`src/rtl/halt_wake_pkg.sv`:
```
package halt_wake_pkg;
  localparam int N_SRC = 4;
  localparam int SRC_RST = 3;
  localparam int SRC_ABT = 2;
  localparam int SRC_NMI = 1;
  localparam int SRC_IRQ = 0;

  localparam logic [3:0] VEC_RST = 4'b0001;
  localparam logic [3:0] VEC_ABT = 4'b0010;
  localparam logic [3:0] VEC_NMI = 4'b0100;
  localparam logic [3:0] VEC_IRQ = 4'b1000;

  typedef enum logic {S_RUN, S_WAIT} hstate_t;

  typedef struct packed {
    logic       resume;
    logic       take;
    logic [3:0] vec;
    logic       ret_self;
  } wake_dec_t;
endpackage

```
`src/rtl/hw_sync.sv`:
```
module hw_sync #(
  parameter int STAGES = 2,
  parameter int WIDTH  = 1
) (
  input  logic             clk_i,
  input  logic             rst_ni,
  input  logic [WIDTH-1:0] in_ni,
  output logic [WIDTH-1:0] act_o
);
  logic [WIDTH-1:0] q [STAGES];

  always_ff @(posedge clk_i or negedge rst_ni) begin
    if (!rst_ni) begin
      for (int k = 0; k < STAGES; k++) q[k] <= '1;
    end else begin
      q[0] <= in_ni;
      for (int k = 1; k < STAGES; k++) q[k] <= q[k-1];
    end
  end

  assign act_o = ~q[STAGES-1];
endmodule

```
`src/rtl/hw_nmi_latch.sv`:
```
module hw_nmi_latch (
  input  logic clk_i,
  input  logic rst_ni,
  input  logic nmi_s_i,
  input  logic ack_i,
  input  logic clr_i,
  output logic pend_o,
  output logic edge_o
);
  logic prev_q, pend_q;

  assign edge_o = nmi_s_i & ~prev_q;
  assign pend_o = pend_q;

  always_ff @(posedge clk_i or negedge rst_ni) begin
    if (!rst_ni) begin
      prev_q <= 1'b0;
      pend_q <= 1'b0;
    end else begin
      prev_q <= nmi_s_i;
      if (clr_i)       pend_q <= 1'b0;
      else if (edge_o) pend_q <= 1'b1;  // new edge beats a stale ack
      else if (ack_i)  pend_q <= 1'b0;
    end
  end

  p_nmi_hold_r11: assert property (@(posedge clk_i) disable iff (!rst_ni)
    pend_q && !ack_i && !clr_i |=> pend_q);
  p_nmi_set_r5: assert property (@(posedge clk_i) disable iff (!rst_ni)
    edge_o && !clr_i |=> pend_q);
  p_nmi_clr_r7: assert property (@(posedge clk_i) disable iff (!rst_ni)
    clr_i |=> !pend_q);
endmodule

```
`src/rtl/hw_arb.sv`:
```
module hw_arb
  import halt_wake_pkg::*;
(
  input  logic      waiting_i,
  input  logic      rst_i,
  input  logic      abt_i,
  input  logic      nmi_i,
  input  logic      irq_i,
  input  logic      iflag_i,
  output wake_dec_t dec_o
);
  always_comb begin
    dec_o = '0;
    if (waiting_i) begin
      if (rst_i) begin
        dec_o.take = 1'b1;
        dec_o.vec  = VEC_RST;
      end else if (abt_i) begin
        dec_o.take     = 1'b1;
        dec_o.vec      = VEC_ABT;
        dec_o.ret_self = 1'b1;
      end else if (nmi_i) begin
        dec_o.take = 1'b1;
        dec_o.vec  = VEC_NMI;
      end else if (irq_i) begin
        if (iflag_i) begin
          dec_o.resume = 1'b1;
        end else begin
          dec_o.take = 1'b1;
          dec_o.vec  = VEC_IRQ;
        end
      end
    end
  end
endmodule

```
`src/rtl/halt_wake_ctrl.sv`:
```
module halt_wake_ctrl
  import halt_wake_pkg::*;
#(
  parameter int SYNC_STAGES = 2
) (
  input  logic       clk_i,
  input  logic       rst_ni,
  input  logic       halt_op_i,
  input  logic       iflag_i,
  input  logic       reset_req_ni,
  input  logic       abort_ni,
  input  logic       nmi_ni,
  input  logic       irq_ni,
  input  logic       nmi_ack_i,
  output logic       rdy_o,
  output logic       clk_en_o,
  output logic       resume_o,
  output logic       take_vec_o,
  output logic [3:0] vec_sel_o,
  output logic       ret_self_o
);
  logic [N_SRC-1:0] src_s;
  logic             nmi_pend, nmi_edge, nmi_any, eff_wait;
  hstate_t          state_q;
  wake_dec_t        dec, out_q;

  hw_sync #(.STAGES(SYNC_STAGES), .WIDTH(N_SRC)) u_sync (
    .clk_i (clk_i),
    .rst_ni(rst_ni),
    .in_ni ({reset_req_ni, abort_ni, nmi_ni, irq_ni}),
    .act_o (src_s)
  );

  hw_nmi_latch u_nmi (
    .clk_i  (clk_i),
    .rst_ni (rst_ni),
    .nmi_s_i(src_s[SRC_NMI]),
    .ack_i  (nmi_ack_i),
    .clr_i  (src_s[SRC_RST]),
    .pend_o (nmi_pend),
    .edge_o (nmi_edge)
  );

  // an edge seen this cycle counts as pending, aligning NMI with level sources
  assign nmi_any  = (nmi_pend | nmi_edge) & ~src_s[SRC_RST];
  assign eff_wait = (state_q == S_WAIT) | halt_op_i;

  hw_arb u_arb (
    .waiting_i(eff_wait),
    .rst_i    (src_s[SRC_RST]),
    .abt_i    (src_s[SRC_ABT]),
    .nmi_i    (nmi_any),
    .irq_i    (src_s[SRC_IRQ]),
    .iflag_i  (iflag_i),
    .dec_o    (dec)
  );

  always_ff @(posedge clk_i or negedge rst_ni) begin
    if (!rst_ni) begin
      state_q <= S_RUN;
      out_q   <= '0;
    end else begin
      out_q <= dec;
      if (dec.resume || dec.take || src_s[SRC_RST]) state_q <= S_RUN;
      else if (halt_op_i)                           state_q <= S_WAIT;
    end
  end

  assign rdy_o      = (state_q == S_RUN);
  assign clk_en_o   = (state_q == S_RUN);
  assign resume_o   = out_q.resume;
  assign take_vec_o = out_q.take;
  assign vec_sel_o  = out_q.vec;
  assign ret_self_o = out_q.ret_self;

  p_vec_onehot_r10: assert property (@(posedge clk_i) disable iff (!rst_ni)
    $onehot0(vec_sel_o) && (take_vec_o == (vec_sel_o != 4'b0)));
  p_excl_r10: assert property (@(posedge clk_i) disable iff (!rst_ni)
    !(resume_o && take_vec_o));
  p_halt_r2: assert property (@(posedge clk_i) disable iff (!rst_ni)
    (rdy_o && halt_op_i && !src_s[SRC_RST] && !src_s[SRC_ABT] && !nmi_any && !src_s[SRC_IRQ])
    |=> !rdy_o && !clk_en_o);
  p_masked_irq_r3: assert property (@(posedge clk_i) disable iff (!rst_ni)
    (eff_wait && src_s[SRC_IRQ] && iflag_i && !src_s[SRC_RST] && !src_s[SRC_ABT] && !nmi_any)
    |=> resume_o && rdy_o && !take_vec_o);
  p_abort_ret_r6: assert property (@(posedge clk_i) disable iff (!rst_ni)
    (take_vec_o && vec_sel_o[1]) |-> ret_self_o);
  p_nmi_first_r8: assert property (@(posedge clk_i) disable iff (!rst_ni)
    (eff_wait && nmi_any && src_s[SRC_IRQ] && !src_s[SRC_RST] && !src_s[SRC_ABT])
    |=> vec_sel_o == VEC_NMI);
  p_reset_wins_r7: assert property (@(posedge clk_i) disable iff (!rst_ni)
    (eff_wait && src_s[SRC_RST]) |=> vec_sel_o == VEC_RST && rdy_o);
endmodule

```
`config.mk`:
```
export PLATFORM = sky130hd
export DESIGN_NAME = halt_wake_ctrl
export DESIGN_NICKNAME = d
export VERILOG_FILES = /design/src/rtl/halt_wake_pkg.sv /design/src/rtl/hw_sync.sv /design/src/rtl/hw_nmi_latch.sv /design/src/rtl/hw_arb.sv /design/src/rtl/halt_wake_ctrl.sv
export SDC_FILE = /design/constraint.sdc
export NUM_CORES = 1
export LEC_CHECK = 0
export BUFFER_PORTS_ARGS = -buffer_cell sky130_fd_sc_hd__buf_2
export CORE_AREA = 2 2 39 41
export DETAILED_ROUTE_END_ITERATION = 8
export DIE_AREA = 0 0 41 43
export MAX_ROUTING_LAYER = met4
export PLACE_DENSITY = 0.67
export SYNTH_ARGS = -nofsm -noshare
export SYNTH_HDL_FRONTEND = slang
export SYNTH_SLANG_ARGS = --single-unit
```
`constraint.sdc`:
```
create_clock -name clk_i -period 1.5 [get_ports clk_i]
set_clock_uncertainty 0.2 [all_clocks]
set_input_delay 0.15 -clock clk_i [delete_from_list [all_inputs] [get_ports clk_i]]
set_output_delay 0.15 -clock clk_i [all_outputs]
set_load 0.005 [all_outputs]
```
* Yosys cells after proc, flatten, opt, wreduce, memory -nomap -nowiden
Cells that the tools add are included.
Operators by class: $lt $le $gt $ge 0, reductions and logical operators 4, shift-type cells 0, div/mod/pow operators 0, add/subtract/negate cells 0, multiply operators 0, bitwise operators 8, mux-type cells 17, equality and inequality tests 0
Operator list (count):
- $mux 5 | 4
- $mux 1 | 11
- $mux 7 | 1
- $mux 6 | 1
- $not 4->4 | 1
- $not 1->1 | 3
- $reduce_bool 3->1 | 1
- $and 1x1->1 | 2
- $logic_or 1x1->1 | 2
- $or 1x1->1 | 2
- $reduce_bool 2->1 | 1
Storage, ports and cells: word-level logic and storage cells 38, input bits 9, latch bits 0, output and inout port bits 9, memory bits (writable) 0, flip-flop bits (word level) 18, ROM bits 0, memories 0

* Logic depth before layout (Yosys ltp)
Gate-level depths: netlist of the first run.
word-level depth 11, gate-level depth with buffers 2, depth with buffers taken out 2

* By module
From an unflattened synthesis of the first run, not the netlist that was laid out.
Unflattened totals: cells, all modules 44, area, all modules 634.4 µm²
By module, submodules not included:
- halt_wake_ctrl | cells each 14, times used 1, sequential area each 200.2 µm², area an instance 251.5 µm²
- hw_sync | cells each 12, times used 1, sequential area each 210.2 µm², area an instance 225.2 µm²
- hw_nmi_latch | cells each 5, times used 1, sequential area each 50.0 µm², area an instance 80.1 µm²
- hw_arb | cells each 13, times used 1, sequential area each 0.0 µm², area an instance 77.6 µm²

* Least setup slack after synthesis of the first run
OpenSTA, ideal clock, no wires.
path kind flip-flop to flip-flop, from register u_sync.q[1] (netlist name), to register out_q (netlist bit vec_sel_o[3]), buffers on the path 0, setup time 0.101 ns, data arrival time 0.818 ns, slack 0.381 ns, required time 1.199 ns, stages on the path, launching flop included 3, clock period less this slack 1.119 ns, path through dfstp_2 o21bai_1 nor4_1
RTL lines:
- start: declaration | line hw_sync.sv:10 | logic [WIDTH-1:0] q [STAGES];
- end signal: assignment | line halt_wake_ctrl.sv:61 | out_q <= '0;
- end signal: assignment | line halt_wake_ctrl.sv:63 | out_q <= dec;
- end: declaration | line halt_wake_ctrl.sv:25 | wake_dec_t dec, out_q;

==> run_results.csv, run 1 <==
group,metric,value,unit
die,start_util,40.8,%
route,antenna_left,0,
clocking,cts.path.max_buffers,2,
worst_setup_path,reg2reg_depth,2,
die,die_w,41,um
route,drtPass1Iterations,2,
cells_and_area,drive_above_1_share,44.6,%
timing,setup_tns,0,ns
clocking,ctsResizeCount,0,
route,wire_per_inst,10.5,um
cells_and_area,register_area,435,um2
power,p_per_area,1050,nW/um2
global_route,grt_pass1_vias,405,
worst_setup_path,cp_slowest_stage_delay,0.56,ns
clocking,cts-root-buf,"clkbuf_4",
global_route,top_usage_layer,"met2",
global_route,use_met1,12.8,%
cells_and_area,nNetsFinal,75,
worst_setup_path,endpoint,"vec_sel_o[3]",
cells_and_area,syn2layout_area_growth,34.8,%
timing,fin_crit_sh,82.5,%
synthesis,synth.distinct_cells,15,
cells_and_area,fillerInstances,117,
global_route,grt_max_degree,18,
timing,max_slew.worst_pin.slew,0.338,ns
power,ir_drop,389,uV
die,die_h,43,um
clocking,cts_hold_buf,8,
clocking,cts.sinks,17,
run_status,status,"finished, final reports clean",
synthesis,synth_seq_cells,17,
clocking,cts.clk_slew.worst_paths,0.09,ns
global_route,grt-ovfl-total,0,
timing,rsz0062_at_grt,"no",
worst_setup_path,critical_path_peak_fanout,4,
synthesis,yosysWarningCount,0,
worst_setup_path,critPathLaunchType,"flip-flop",
route,drc,0,
timing,max_slew_margin,77.5,%
run,maxCapViolations,0,
global_route,grtUsageTotal,13.2,%
global_route,antenna_found_initial,0,
die,die_area,1760,um2
die,rows,14,
worst_setup_path,cp.arrival,1.21,ns
cells_and_area,multi_input_comb_area,98.8,um2
worst_setup_path,r2r_setup_slack,0.26,ns
timing,final-hold-violation-count,0,
route,drt_iter0_markers,2,
timing,setup_viol,0,
worst_setup_path,crit_family,"flip-flops",
die,pin_count,18,
clocking,htree_levels,1,
synthesis,synth_fp_nets,47,
synthesis,syn_inst,38,
placed_design,dp_cells,69,
die,core_area,1380,um2
global_route,grt.met3_usage,3.66,%
worst_setup_path,critical_path_depth,2,
worst_setup_path,slowest_stage,"dfstp_2",
cells_and_area,antennaDiodeCount,0,
hold_path,hold_class,"primary input to asynchronous set/reset pin",
timing,timing.fmax,0.808,GHz
placed_design,gp_congestion,0.711,
timing,slew_viol_final,0,
worst_setup_path,worstPathBufferInverterCount,0,
route,via_per_inst,4.59,
clocking,clock_latency,0.28,ns
worst_setup_path,worstPathCellList,"o21bai_1 > nor4_1",
worst_setup_path,r2r_end,"vec_sel_o[3]",
clocking,post_cts_buffers,0,
route,vias,372,
route,wirelength,849,um
global_route,grt_pass1_wl,1480,um
worst_setup_path,reg2reg_from,"u_sync.q[1]",
cells_and_area,final_cells,81,
timing,fin_crit,1.24,ns
worst_setup_path,required,1.48,ns
worst_setup_path,startpoint,"u_sync.q[1]",
synthesis,yosysSeqAreaShare,77.2,%
worst_setup_path,path_class,"flip-flop to flip-flop",
clocking,cts_buffers,3,
placed_design,port_buffers,17,
synthesis,syn_avg_cell_area,14.8,um2
worst_setup_path,cp-end-kind,"flip-flop",
synthesis,netlist_area,564,um2
clocking,cts_tree,"yes",
cells_and_area,final_util,55.0,%
power,power.leakage,0.000379,uW
global_route,met2_usage,19.4,%
placed_design,dp_hpwl,597,um
-- placed cells by master (no fill, tap or decap), drive strengths merged --
cell and count:
buf 17, dfrtp 9, dlygate4sd3 8, dfstp 8
nor2 4, inv 4, clkbuf 4, nor4 2
o21ba 1, o211a 1, a21oi 1, o21bai 1
o211ai 1, nor3b 1, nor3 1, nor2b 1
o21a 1
-- how the worst min path moves through the flow --
| stage | start | slack [ns] | to | cells past startpoint |
|---|---|---|---|---|
| after floorplan | rst_ni | -0.35 | resume_o | 0 |
| after CTS | rst_ni | 0.1 | vec_sel_o[2] | 2 |
| after global placement | rst_ni | -0.13 | vec_sel_o[2] | 1 |
| final | rst_ni | 0.09 | resume_o | 2 |
| after global routing | rst_ni | 0.12 | vec_sel_o[2] | 2 |
| after detailed placement | rst_ni | -0.12 | vec_sel_o[2] | 1 |
-- worst register-to-register path, stage by stage (launching register included) --
cell and delay [ns]:
dfstp_2 0.56, o21bai_1 0.11, nor4_1 0.27
-- cells by family (layout without fill, tap and decap cells) --
kind of cell | count (synthesis) | count (layout) | share of synthesized area (%)
AND/OR/NAND/NOR | 9 | 9 | 8.20
buffers and inverters | 6 | 33 | 5.32
flip-flops | 17 | 17 | 77.2
AO/OA/AOI/OAI | 6 | 6 | 9.31
-- where the power goes --
group | internal (uW) | leakage, uW | switching [uW] | total, uW
clock | 103 | 0.0000150 | 129 | 232
sequential | 488 | 0.000203 | 11.6 | 499
combinational | 36.2 | 0.000161 | 27.4 | 63.6
-- state kept, by name, summed over array words and instances, names as in the netlist --
name and flops:
resume_o 1, state_q 1, take_vec_o 1, u_nmi.pend_o 1
u_nmi.prev_q 1, u_sync.q 8, vec_sel_o 4
-- per-layer routing --
| metal | wire length, um | part of all wire [%] | vias up |
|---|---|---|---|
| li1 | - | - | 176 |
| met1 | 344 | 41 | 180 |
| met5 | 0 | 0 | - |
| met2 | 442 | 52 | 16 |
| met4 | 0 | 0 | 0 |
| met3 | 62 | 7.3 | 0 |
-- stage by stage --
stage / hold WS [ns] / setup WS, ns / total power (uW) / instance area, um2
6_report: 0.0914 / 0.262 / 795 / 761
3_3_place_gp: -0.127 / 0.347 / 555 / 654
3_5_place_dp: -0.124 / 0.265 / 557 / 654
5_1_grt: 0.125 / 0.171 / 839 / 761
4_1_cts: 0.0999 / 0.241 / 807 / 761
2_1_floorplan: -0.346 / 0.381 / 526 / 564
-- Yosys cell counts (all sizes together) --
cell type | number | area (um2)
nor3b | 1 | 7.51
o21bai | 1 | 7.51
buf | 2 | 15.0
a21oi | 1 | 5.00
o21ba | 1 | 10.0
nor3 | 1 | 5.00
inv | 4 | 15.0
dfrtp | 9 | 225
o211a | 1 | 10.0
nor2b | 1 | 6.26
nor4 | 2 | 12.5
o21a | 1 | 7.51
o211ai | 1 | 12.5
nor2 | 4 | 15.0
dfstp | 8 | 210
-- final cells by class --
class                           count  share of cell area (%)
Multi-Input combinational cell     15                    13.0
Inverter                            4                    1.97
Clock buffer                        4                    3.45
Tap cell                           16                    2.63
Timing Repair Buffer               25                    21.7
Sequential cell                    17                    57.2
Power figures use the tool's default switching activity.
==> run 2, diff against run 1 <==
--- a/config.mk
+++ b/config.mk
@@ -6,11 +6,11 @@
 export NUM_CORES = 1
 export LEC_CHECK = 0
 export BUFFER_PORTS_ARGS = -buffer_cell sky130_fd_sc_hd__buf_2
-export CORE_AREA = 2 2 39 41
+export CORE_MARGIN = 1.5
+export CORE_UTILIZATION = 41
 export DETAILED_ROUTE_END_ITERATION = 8
-export DIE_AREA = 0 0 41 43
 export MAX_ROUTING_LAYER = met4
-export PLACE_DENSITY = 0.67
+export PLACE_DENSITY = 0.68
 export SYNTH_ARGS = -nofsm -noshare
 export SYNTH_HDL_FRONTEND = slang
 export SYNTH_SLANG_ARGS = --single-unit
==> constraint.sdc (replaced) <==
create_clock -name clk_i -period 1.09 [get_ports clk_i]
set_clock_uncertainty 0.2 [all_clocks]
set_input_delay 0.109 -clock clk_i [delete_from_list [all_inputs] [get_ports clk_i]]
set_output_delay 0.109 -clock clk_i [all_outputs]
set_load 0.005 [all_outputs]
==> run_results.csv, run 2 (synthesized netlist as in run 1, its figures left out) <==
group,metric,value,unit
clocking,cts_tree,"yes",
timing,rsz0062_at_grt,"yes",
timing,timing.fmax,0.807,GHz
placed_design,port_buffers,17,
worst_setup_path,slowest_stage,"dfstp_2",
timing,max_slew_margin,76.3,%
worst_setup_path,crit_family,"flip-flops",
cells_and_area,drive_above_1_share,52.9,%
worst_setup_path,cp_slowest_stage_delay,0.59,ns
die,die_w,40.1,um
global_route,grt_pass1_vias,367,
worst_setup_path,required,1.07,ns
timing,slew_viol_final,0,
route,drtPass1Iterations,2,
timing,fin_crit_sh,114,%
global_route,grt_pass1_wl,1440,um
timing,layout_setup_ws,-0.150,ns
route,via_per_inst,4.67,
cells_and_area,nNetsFinal,78,
route,drc,0,
die,rows,13,
cells_and_area,final_common_cell,"buf_2",
worst_setup_path,critPathLaunchType,"flip-flop",
cells_and_area,syn2layout_area_growth,45.9,%
clocking,clock_latency,0.28,ns
timing,timing.hold.ws,0.0585,ns
global_route,grt-ovfl-total,0,
clocking,cts.clk_slew.worst_paths,0.09,ns
run,maxCapViolations,0,
timing,max_slew.worst_pin.slew,0.356,ns
worst_setup_path,cp-end-kind,"flip-flop",
cells_and_area,top_register,"u_sync.q",
route,drt_iter0_markers,1,
global_route,antenna_found_initial,0,
cells_and_area,largest_reg_flops,8,
die,pin_count,18,
clocking,cts.sinks,17,
worst_setup_path,worstPathBufferInverterCount,0,
cells_and_area,final_cell_mix,"17 x buf_2, 9 x dlygate4sd3_1, 9 x dfrtp_1",
clocking,cts_buffers,3,
route,wirelength,940,um
worst_setup_path,worstPathCellList,"o21bai_4 > nor4_1",
timing,final-hold-violation-count,0,
die,core_area,1280,um2
die,die_area,1610,um2
power,ir_drop,735,uV
run_status,status,"complete, but fails checks",
cells_and_area,final_cells,83,
cells_and_area,fillerInstances,101,
timing,fin_crit,1.24,ns
route,antenna_left,0,
worst_setup_path,path_class,"flip-flop to flip-flop",
cells_and_area,antennaDiodeCount,0,
route,vias,388,
power,p_per_area,1360,nW/um2
run_status,failed_checks,"negative setup slack",
power,power.leakage,0.000400,uW
clocking,cts-root-buf,"clkbuf_4",
hold_path,hold_class,"primary input to asynchronous set/reset pin",
worst_setup_path,critical_path_peak_fanout,4,
die,start_util,43.9,%
clocking,cts.path.max_buffers,2,
placed_design,gp_congestion,0.713,
route,wire_per_inst,11.3,um
placed_design,dp_cells,69,
global_route,grtUsageTotal,15.2,%
worst_setup_path,cp.arrival,1.22,ns
power,p_total,1120,uW
die,die_h,40.1,um
clocking,htree_levels,1,
timing,setup_viol,8,
global_route,grt_max_degree,18,
run 2: path summary, 6_finish.rpt:
check	startpoint	to	slack (ns)	depth (start not counted)
worst max-delay path	u_sync.q[1]	resume_o	-0.15	2
worst min-delay path	rst_ni	resume_o	0.06	2
worst max register to register	u_sync.q[1]	resume_o	-0.15	2
worst min register to register	u_sync.q[7]	u_sync.q[3]	0.16	0
max in group asynchronous	rst_ni	u_sync.q[6]	0.32	2
min in group clk_i	u_sync.q[7]	u_sync.q[3]	0.16	0
run 2: what timing repair did:
item / CTS / global route
setup buffers: 1 / 0
setup endpoints to repair: 10 / 17
resized for setup: 3 / 5
endpoints found under the hold margin: 28 / 2
pin swaps: 3 / 0
hold buffers: 8 / 1
run 2: power by group:
part           switching [uW]  internal (uW)
Clock                     175            142
Sequential               19.5            671
Combinational            45.7           62.2
run 2: per-layer routing:
metal | vias to the layer above | part of all wire [%] | global-route usage [%]
met1 | 186 | 38 | 13.1
li1 | 184 | - | -
met3 | 2 | 6.4 | 3.33
met5 | - | 0 | -
met2 | 16 | 55 | 27.0
met4 | 0 | 0.85 | 12.9
run 2: stage by stage:
step / utilization [%] / setup slack (ns) / area [um2] / setup TNS, ns
after floorplan: - / -0.0289 / 564 / -0.0578
after global placement: 51.4 / -0.0594 / 661 / -0.143
after detailed placement: 51.4 / -0.0758 / 661 / -0.149
after CTS: 61.4 / -0.0816 / 790 / -0.405
after global routing: 64.1 / -0.181 / 823 / -1.16
final: 64.1 / -0.150 / 823 / -0.522
run 2: layout make-up:
type | instances | area [um2] | area share, %
repair buffers | 28 | 190 | 23.1
well taps | 15 | 18.8 | 2.28
flip-flops and latches | 17 | 435 | 52.9
multi-input cells | 15 | 138 | 16.7
inverters | 4 | 15.0 | 1.82
clock buffers | 4 | 26.3 | 3.19
